File: src/rtl/gpio_dei_pkg.sv
package gpio_dei_pkg;

  typedef enum logic [2:0] {
    OP_POL_WR    = 3'd0,
    OP_POL_SET   = 3'd1,
    OP_POL_CLR   = 3'd2,
    OP_EN_WR     = 3'd3,
    OP_STAT_CLR  = 3'd4,
    OP_ARM_BOTH  = 3'd5,
    OP_DROP_BOTH = 3'd6,
    OP_NOP       = 3'd7
  } op_e;

endpackage

File: src/rtl/gpio_edge_detect.sv
module gpio_edge_detect #(
  parameter int NPINS = 32
) (
  input  logic             clk,
  input  logic             rst_n,
  input  logic [NPINS-1:0] pin_i,
  input  logic [NPINS-1:0] pol_i,
  output logic [NPINS-1:0] hit_o
);

  logic [NPINS-1:0] pin_q;

  always_ff @(posedge clk or negedge rst_n) begin
    if (!rst_n) pin_q <= '0;
    else        pin_q <= pin_i;
  end

  // One single-edge detector per pin; polarity picks the direction.
  for (genvar g = 0; g < NPINS; g++) begin : g_pin
    logic rise, fall;
    assign rise     = pin_i[g] & ~pin_q[g];
    assign fall     = ~pin_i[g] & pin_q[g];
    assign hit_o[g] = pol_i[g] ? fall : rise;
  end

endmodule

File: src/rtl/gpio_pend_select.sv
module gpio_pend_select #(
  parameter int NPINS = 32,
  localparam int IW = $clog2(NPINS)
) (
  input  logic [NPINS-1:0] req_i,
  output logic             valid_o,
  output logic [IW-1:0]    idx_o
);

  function automatic logic [IW-1:0] top_index(input logic [NPINS-1:0] v);
    logic [IW-1:0] r;
    r = '0;
    for (int i = 0; i < NPINS; i++)
      if (v[i]) r = IW'(i);
    return r;
  endfunction

  assign valid_o = |req_i;
  assign idx_o   = top_index(req_i);

endmodule

File: src/rtl/gpio_dual_edge_irq.sv
module gpio_dual_edge_irq
  import gpio_dei_pkg::*;
#(
  parameter int NPINS = 32,
  localparam int IW = $clog2(NPINS)
) (
  input  logic             clk,
  input  logic             rst_n,
  input  logic [NPINS-1:0] pin_i,
  input  logic             wr_en_i,
  input  logic [2:0]       wr_op_i,
  input  logic [NPINS-1:0] wr_data_i,
  input  logic             ack_i,
  output logic             irq_o,
  output logic             pend_valid_o,
  output logic [IW-1:0]    pend_idx_o,
  output logic [NPINS-1:0] pol_o,
  output logic [NPINS-1:0] both_o,
  output logic [NPINS-1:0] en_o,
  output logic [NPINS-1:0] stat_o
);

  logic [NPINS-1:0] pol_q, both_q, en_q, stat_q;
  logic [NPINS-1:0] hit_vec, active;
  logic [NPINS-1:0] pol_wr, both_wr, en_wr, wr_clr;
  logic [NPINS-1:0] ack_mask, flip_set, flip_clr;
  logic             ack_fire;

  gpio_edge_detect #(.NPINS(NPINS)) u_edge (
    .clk   (clk),
    .rst_n (rst_n),
    .pin_i (pin_i),
    .pol_i (pol_q),
    .hit_o (hit_vec)
  );

  assign active = stat_q & en_q;

  gpio_pend_select #(.NPINS(NPINS)) u_pend (
    .req_i   (active),
    .valid_o (pend_valid_o),
    .idx_o   (pend_idx_o)
  );

  // Configuration writes
  always_comb begin
    pol_wr  = pol_q;
    both_wr = both_q;
    en_wr   = en_q;
    wr_clr  = '0;
    if (wr_en_i) begin
      case (op_e'(wr_op_i))
        OP_POL_WR:    pol_wr  = wr_data_i;
        OP_POL_SET:   pol_wr  = pol_q | wr_data_i;
        OP_POL_CLR:   pol_wr  = pol_q & ~wr_data_i;
        OP_EN_WR:     en_wr   = wr_data_i;
        OP_STAT_CLR:  wr_clr  = wr_data_i;
        OP_ARM_BOTH: begin
          both_wr = both_q | wr_data_i;
          pol_wr  = (pol_q & ~wr_data_i) | (pin_i & wr_data_i);
        end
        OP_DROP_BOTH: both_wr = both_q & ~wr_data_i;
        default: ;
      endcase
    end
  end

  // Acknowledge: clear status, flip dual-edge polarity through set/clear masks
  assign ack_fire = ack_i & pend_valid_o;
  assign ack_mask = ack_fire ? (NPINS'(1) << pend_idx_o) : '0;
  assign flip_set = ack_mask & both_q & ~pol_wr;
  assign flip_clr = ack_mask & both_q & pol_wr;

  always_ff @(posedge clk or negedge rst_n) begin
    if (!rst_n) begin
      pol_q  <= '0;
      both_q <= '0;
      en_q   <= '0;
      stat_q <= '0;
    end else begin
      pol_q  <= (pol_wr | flip_set) & ~flip_clr;
      both_q <= both_wr;
      en_q   <= en_wr;
      stat_q <= (stat_q & ~(wr_clr | ack_mask)) | hit_vec;
    end
  end

  assign irq_o  = |active;
  assign pol_o  = pol_q;
  assign both_o = both_q;
  assign en_o   = en_q;
  assign stat_o = stat_q;

endmodule

File: config.mk
export PLATFORM = sky130hd
export DESIGN_NAME = gpio_dual_edge_irq
export DESIGN_NICKNAME = d
export VERILOG_FILES = /design/src/rtl/gpio_dei_pkg.sv /design/src/rtl/gpio_edge_detect.sv /design/src/rtl/gpio_pend_select.sv /design/src/rtl/gpio_dual_edge_irq.sv
export SDC_FILE = /design/constraint.sdc
export NUM_CORES = 1
export LEC_CHECK = 0
export BUFFER_PORTS_ARGS = -buffer_cell sky130_fd_sc_hd__buf_2
export CORE_MARGIN = 2
export CORE_UTILIZATION = 44
export CTS_CLUSTER_DIAMETER = 40
export CTS_CLUSTER_SIZE = 12
export DETAILED_ROUTE_END_ITERATION = 12
export HOLD_SLACK_MARGIN = 0.03
export PLACE_DENSITY = 0.8
export SLEW_MARGIN = 20
export SYNTH_ARGS = -nofsm -noshare
export SYNTH_HDL_FRONTEND = slang
export SYNTH_SLANG_ARGS = --single-unit
File: constraint.sdc
create_clock -name clk -period 2.7 [get_ports clk]
set_input_delay 0.135 -clock clk [delete_from_list [all_inputs] [get_ports clk]]
set_output_delay 0.135 -clock clk [all_outputs]
set_load 0.03 [all_outputs]
# Word-level counts from Yosys, hierarchy flattened

Cells that the tools add are included.

Register bits: 160
Output and inout bits: 135
Word-level logic and storage cells: 234
Input bits: 71

Shift operators: 1
Equality and inequality tests: 6
Multiplexer cells: 69
Bitwise logic cells: 148
Reduce and logical (&&, ||, !) cells: 5

Operators with widths:

| operator                                            | number |
|---|---|
| AND 32 bit                                          | 9 |
| OR 32 bit                                           | 6 |
| two-way mux 32 bit                                  | 4 |
| inverter 32 bit                                     | 4 |
| case mux 32 bit (4 select lines)                    | 1 |
| two-way mux 5 bit                                   | 16 |
| AND 1 bit                                           | 65 |
| inverter 1 bit                                      | 64 |
| case mux 32 bit (2 select lines)                    | 1 |
| two-way mux 1 bit                                   | 33 |
| two-way mux 4 bit                                   | 8 |
| OR reduction 32 bit                                 | 1 |
| left shift 1 x 5 -> 32 bit, first input constant    | 1 |
| two-way mux 3 bit                                   | 4 |
| equality test 3 bit, second input constant          | 3 |
| equality test 3 x 2 -> 1 bit, second input constant | 2 |
| two-way mux 2 bit                                   | 2 |
| AND reduction 2 bit                                 | 2 |
| equality test 3 x 1 -> 1 bit, second input constant | 1 |
| zero test 3 bit                                     | 1 |
| nonzero test 2 bit                                  | 1 |

# Longest topological paths before layout

Depth after elaboration: 38
Gate-level depth with buffers: 10
Mapped depth without buffers: 8

# By module

Synthesis repeated with hierarchy kept, for this count alone.

Cells, all modules: 888
Area, all modules: 8359.3 sq um

Modules (own cells, without submodules):

| module             | cells each | area an instance (sq um) | instances |
|---|---|---|---|
| gpio_dual_edge_irq | 698        | 6475.0                   | 1 |
| gpio_edge_detect   | 128        | 1517.7                   | 1 |
| gpio_pend_select   | 62         | 366.6                    | 1 |

# Least setup slack after synthesis

Ideal clock, no wire load.

Kind: register -> register
Start point: register stat_q[14] (netlist: stat_o[14])
End point: register stat_q[24] (netlist: stat_o[24])
Arrival time: 2.282 ns
Buffers on the path: 2
Stages on the path, launching flop included: 11
Setup slack: 0.280 ns
Path through: dfrtp_1 -> nand2_1 -> a32o_1 -> a21o_1 -> a311oi_2 -> or2_1 -> buf_6 -> inv_4 -> buf_2 -> nor3_1 -> o221ai_1

Cells in the longest elaborated chain, start to end: 25

Ends and longest elaborated chain:

| element                         | line                     | source |
|---|---|---|
| from (decl)                     | gpio_dual_edge_irq.sv:23 | `logic [NPINS-1:0] pol_q, both_q, en_q, stat_q;` |
| from (signal assigned)          | gpio_dual_edge_irq.sv:84 | `stat_q <= (stat_q & ~(wr_clr \| ack_mask)) \| hit_vec;` |
| AND 32 bit                      | gpio_dual_edge_irq.sv:37 | `assign active = stat_q & en_q;` |
| two-way mux 4 bit (2 in a row)  | gpio_pend_select.sv:14   | `if (v[i]) r = IW'(i);` |
| two-way mux 5 bit (16 in a row) | gpio_pend_select.sv:14   |  |
| net pend_idx_o[0]               | gpio_dual_edge_irq.sv:16 | `output logic [IW-1:0] pend_idx_o,` |
| left shift 1 x 5 -> 32 bit      | gpio_dual_edge_irq.sv:70 | `assign ack_mask = ack_fire ? (NPINS'(1) << pend_idx_o) : '0;` |
| two-way mux 32 bit              | gpio_dual_edge_irq.sv:70 |  |
| OR 32 bit                       | gpio_dual_edge_irq.sv:84 |  |
| inverter 32 bit                 | gpio_dual_edge_irq.sv:84 |  |
| AND 32 bit                      | gpio_dual_edge_irq.sv:84 |  |
| OR 32 bit                       | gpio_dual_edge_irq.sv:84 |  |

The timed path passes the listed nets, and every way through them passes these cells.
A chain may end at the register's enable or synchronous reset.

# Worst setup path after layout

Start point: register stat_q[14] (netlist: stat_o[14])
End point: register pol_q[21] (netlist: pol_o[21])

Cells in the longest elaborated chain, start to end: 25

Ends and longest elaborated chain:

| element                                             | line                                               | source |
|---|---|---|
| AND 32 bit *                                        | gpio_dual_edge_irq.sv:37                           |  |
| two-way mux 4 bit (2 in a row)                      | gpio_pend_select.sv:14                             |  |
| two-way mux 5 bit (16 in a row)                     | gpio_pend_select.sv:14                             |  |
| left shift 1 x 5 -> 32 bit                          | gpio_dual_edge_irq.sv:70                           |  |
| two-way mux 32 bit *                                | gpio_dual_edge_irq.sv:70                           |  |
| AND 32 bit *                                        | gpio_dual_edge_irq.sv:71, gpio_dual_edge_irq.sv:72 |  |
| AND 32 bit (on tied branches)                       | gpio_dual_edge_irq.sv:71, gpio_dual_edge_irq.sv:72 |  |
| OR 32 bit / inverter 32 bit (equally long branches) | gpio_dual_edge_irq.sv:81                           | `pol_q <= (pol_wr \| flip_set) & ~flip_clr;` |
| AND 32 bit *                                        | gpio_dual_edge_irq.sv:81                           |  |
| to (signal assigned)                                | gpio_dual_edge_irq.sv:81                           |  |
| to (decl)                                           | gpio_dual_edge_irq.sv:23                           |  |

Mark *: on every way between the ends. The rest lies on a longest branch, timed or not.

==> results.txt <==
The largest buffer count on any clock path is 2. The worst setup path is of the reg2reg kind. The startpoint identified for the worst hold timing path is wr_data_i[9]. The total chip power is 10.3 mW. Leaving out fill and tap cells, the most frequent cell in the layout is sky130_fd_sc_hd__buf_2. The ratio of routed vias to standard cells is 6.10. Averaged over all synthesized cells, the footprint is 9.08 um2.

The clock input transition at the sequential cells of the worst setup and hold paths is 0.06 ns. The tree is rooted in a sky130_fd_sc_hd__clkbuf_16. The number of buffers created by CTS came out at 17. The final critical delay including setup and external delays came out at 2.64 ns. The number of antenna-violating nets in the routed design is 0.

The tightest slew margin relative to the limit came out at 0.371. The combined area of the multi-input logic cells came out at 3940 um2. The library cells used most frequently in the layout, excluding fill and tap cells, are sky130_fd_sc_hd__buf_2, sky130_fd_sc_hd__nand2_1, sky130_fd_sc_hd__dfrtp_1, sky130_fd_sc_hd__o21ai_0, sky130_fd_sc_hd__a21oi_1. The highest net fanout along the worst path came out at 8.

The total number of nets in the final design came out at 1,245. The mapped netlist covers 8250 um2. The netlist uses 58 different library cells. The die is 141 um wide. Counting every sink on the clock net gives 160. In this run the register-to-register setup slack is 0.06 ns. The first global-routing pass estimated 45.8 mm of wire. The Yosys step of the flow raised 0 warnings. The number of max-slew violations in the final report was 0.

The flip-flop and latch count after synthesis is 160. The sequential cell area fraction in the yosys report came out at 0.485. Across all hold checks on the routed design, the worst slack comes to 0.0365 ns.

The non-filler instance count after layout came out at 1,421. VDD sags by at most 0.611 mV. The clock tree synthesis step divided the H-tree into 4 levels. The cell depth of the worst flop-to-flop path is 6.

The classification of the worst-slack hold path is in2reg. The instance count after placement with tap cells included came out at 1,336. The largest net degree at the start of global routing is 70. When the netlist entered floorplanning its net count stood at 980.

The number of setup violations in the final report is 0. The layout overhead on the synthesized area is 31.8%. The endpoint with the worst hold slack is en_o[9].

STA classifies the critical path startpoint as a register. Counting every instance in the synthesized netlist gives 909. The number of global-route vias before repair was 8,331. The capture instance of the worst register-to-register path is pol_o[21].

At the later pin of the worst-skew pair, clock insertion delay measures 0.44 ns. The final clock skew is 0.0102 ns. Max-cap violations in this run came to 0. The number of flops mapped to enable cells by yosys came out at 0. The worst register-to-register path begins at stat_o[14].

The share of synthesized registers carrying an async set or reset came out at 1.00. STA classifies the critical path endpoint as a register. The run finished with clean final reports. The starting density of the core came out at 0.444. The floorplan die height came out at 141 um.

The detailed router's first-iteration violation count came out at 1,026. The count of filler cells inserted in the layout came out at 1,558. The global placement routability congestion is 0.912. In the global route stage, overall resource usage came out at 0.297. The largest individual stage delay along the critical path comes from the cell sky130_fd_sc_hd__a222oi_1. The post-DP HPWL came out at 20.4 mm. The fmax came out at 379 MHz. The count of TritonRoute iterations in the first routing pass is 5. The die footprint is 19,900 um2. The detail-routed net length per standard cell is 20.7 um. The signal on the critical path passes through a222oi_1, a311oi_2, or2_4, buf_4, nor4_1, xor2_1. The count of vias placed by the detailed router is 8,666. In this run the count of I/O pins placed on the die edge is 206.

The share of the core filled with cells came out at 0.585. The core area came out at 18,600 um2. The worst hold path passes through 3 cells.

TritonCTS built the clock tree. The final cycle utilization of the critical path is 0.977. For the worst setup path, the data required time is 2.99 ns. The leakage power came out at 4.79 nW.

The sequential cells in the finished layout cover a total of 4000 um2. The count of input and output buffers came out at 205. For this block, the routed nets add up to 29.4 mm of wire. The initial antenna violation count was 1. Among all flip-flop cells after synthesis, the most frequent one is sky130_fd_sc_hd__dfrtp_1.

The stage delay of the slowest cell on the critical path came out at 0.61 ns. The total count of hold-check failures in the final report was 0. The power per cell area is 946 nW/um2. The initialized floorplan defines 50 standard-cell rows.

The residual DRC count is 0. For the pin with the worst max-slew slack, the measured transition is 0.943 ns. The total grt overflow came out at 0. The signal arrival time at the worst endpoint is 2.93 ns.

In the final layout, the share of cells above drive strength 1 is 0.255.
## logic make-up after synthesis
group,Yosys count,synth area share
compound gates,307,0.237
xor+xnor,63,0.0669
buf+inv,86,0.0429
flops,160,0.485
mux,1,0.00136
simple gates,292,0.167
## worst max path at each step
stage	slack, ns	to	cells past startpoint	start
floorplan	0.28	stat_o[24]	10	stat_o[14]
detailed placement	0.04	stat_o[1]	8	stat_o[5]
global route	-0.01	pend_valid_o	6	stat_o[16]
global placement	0.07	stat_o[9]	8	stat_o[11]
finish	0.06	pol_o[21]	6	stat_o[14]
CTS	0.01	stat_o[9]	8	stat_o[5]
## report_power, final
part | total, mW | switching (mW) | internal (mW)
Combinational | 4.18 | 2.87 | 1.31
Clock | 2.66 | 0.999 | 1.66
Sequential | 3.45 | 0.573 | 2.88
## per-layer routing
layer  GRT usage  vias up  share of wire
li1            -     3808              -
met1       0.395     4185           0.39
met2       0.455      572           0.46
met3      0.0774      101           0.11
met4       0.146        0          0.043
met5           0        -              0
## timing repair
action | in CTS | in global routing
setup buffers | 0 | 1
endpoints found under the setup margin | 1 | 24
hold buffers | 52 | 0
cloned | 0 | 0
resized for setup | 5 | 9
pin swaps | 1 | 4
endpoints found under the hold margin | 149 | 0
## cell usage after synthesis, drive strengths merged (17+ instances only)
library cell	instances	area [um2]
a21oi	74	374
clkbuf	38	144
dfrtp	160	4000
inv	38	145
nand2	162	608
nor2	45	169
nor3	24	135
o21ai	122	611
o221ai	26	228
o32ai	31	272
xnor2	17	149
xor2	46	403
## metrics by stage
stage / setup TNS, ns / area [um2] / setup WS [ns]
3_3_place_gp: 0 / 9660 / 0.0714
5_1_grt: -0.0187 / 10900 / -0.0101
2_1_floorplan: 0 / 8250 / 0.280
6_report: 0 / 10900 / 0.0609
4_1_cts: 0 / 10800 / 0.0122
3_5_place_dp: 0 / 9660 / 0.0389
## cell type report
| cell class | count | share of cell area |
|---|---|---|
| sequential | 160 | 0.368 |
| antenna | 1 | 0.000230 |
| tap | 234 | 0.0269 |
| multi-input combinational | 663 | 0.362 |
| clock inverter | 11 | 0.0173 |
| timing repair buffer | 294 | 0.170 |
| clock buffer | 20 | 0.0411 |
| inverter | 38 | 0.0146 |
## worst max-delay path, delay by kind of cell (launching register included)
family,cells,cell delay (ns)
flip-flops,1,0.42
AO/OA/AOI/OAI,2,0.83
XOR/XNOR,1,0.13
AND/OR/NAND/NOR,2,0.91
buffers and inverters,1,0.19
No activity file was read; power rests on OpenSTA's default activity.
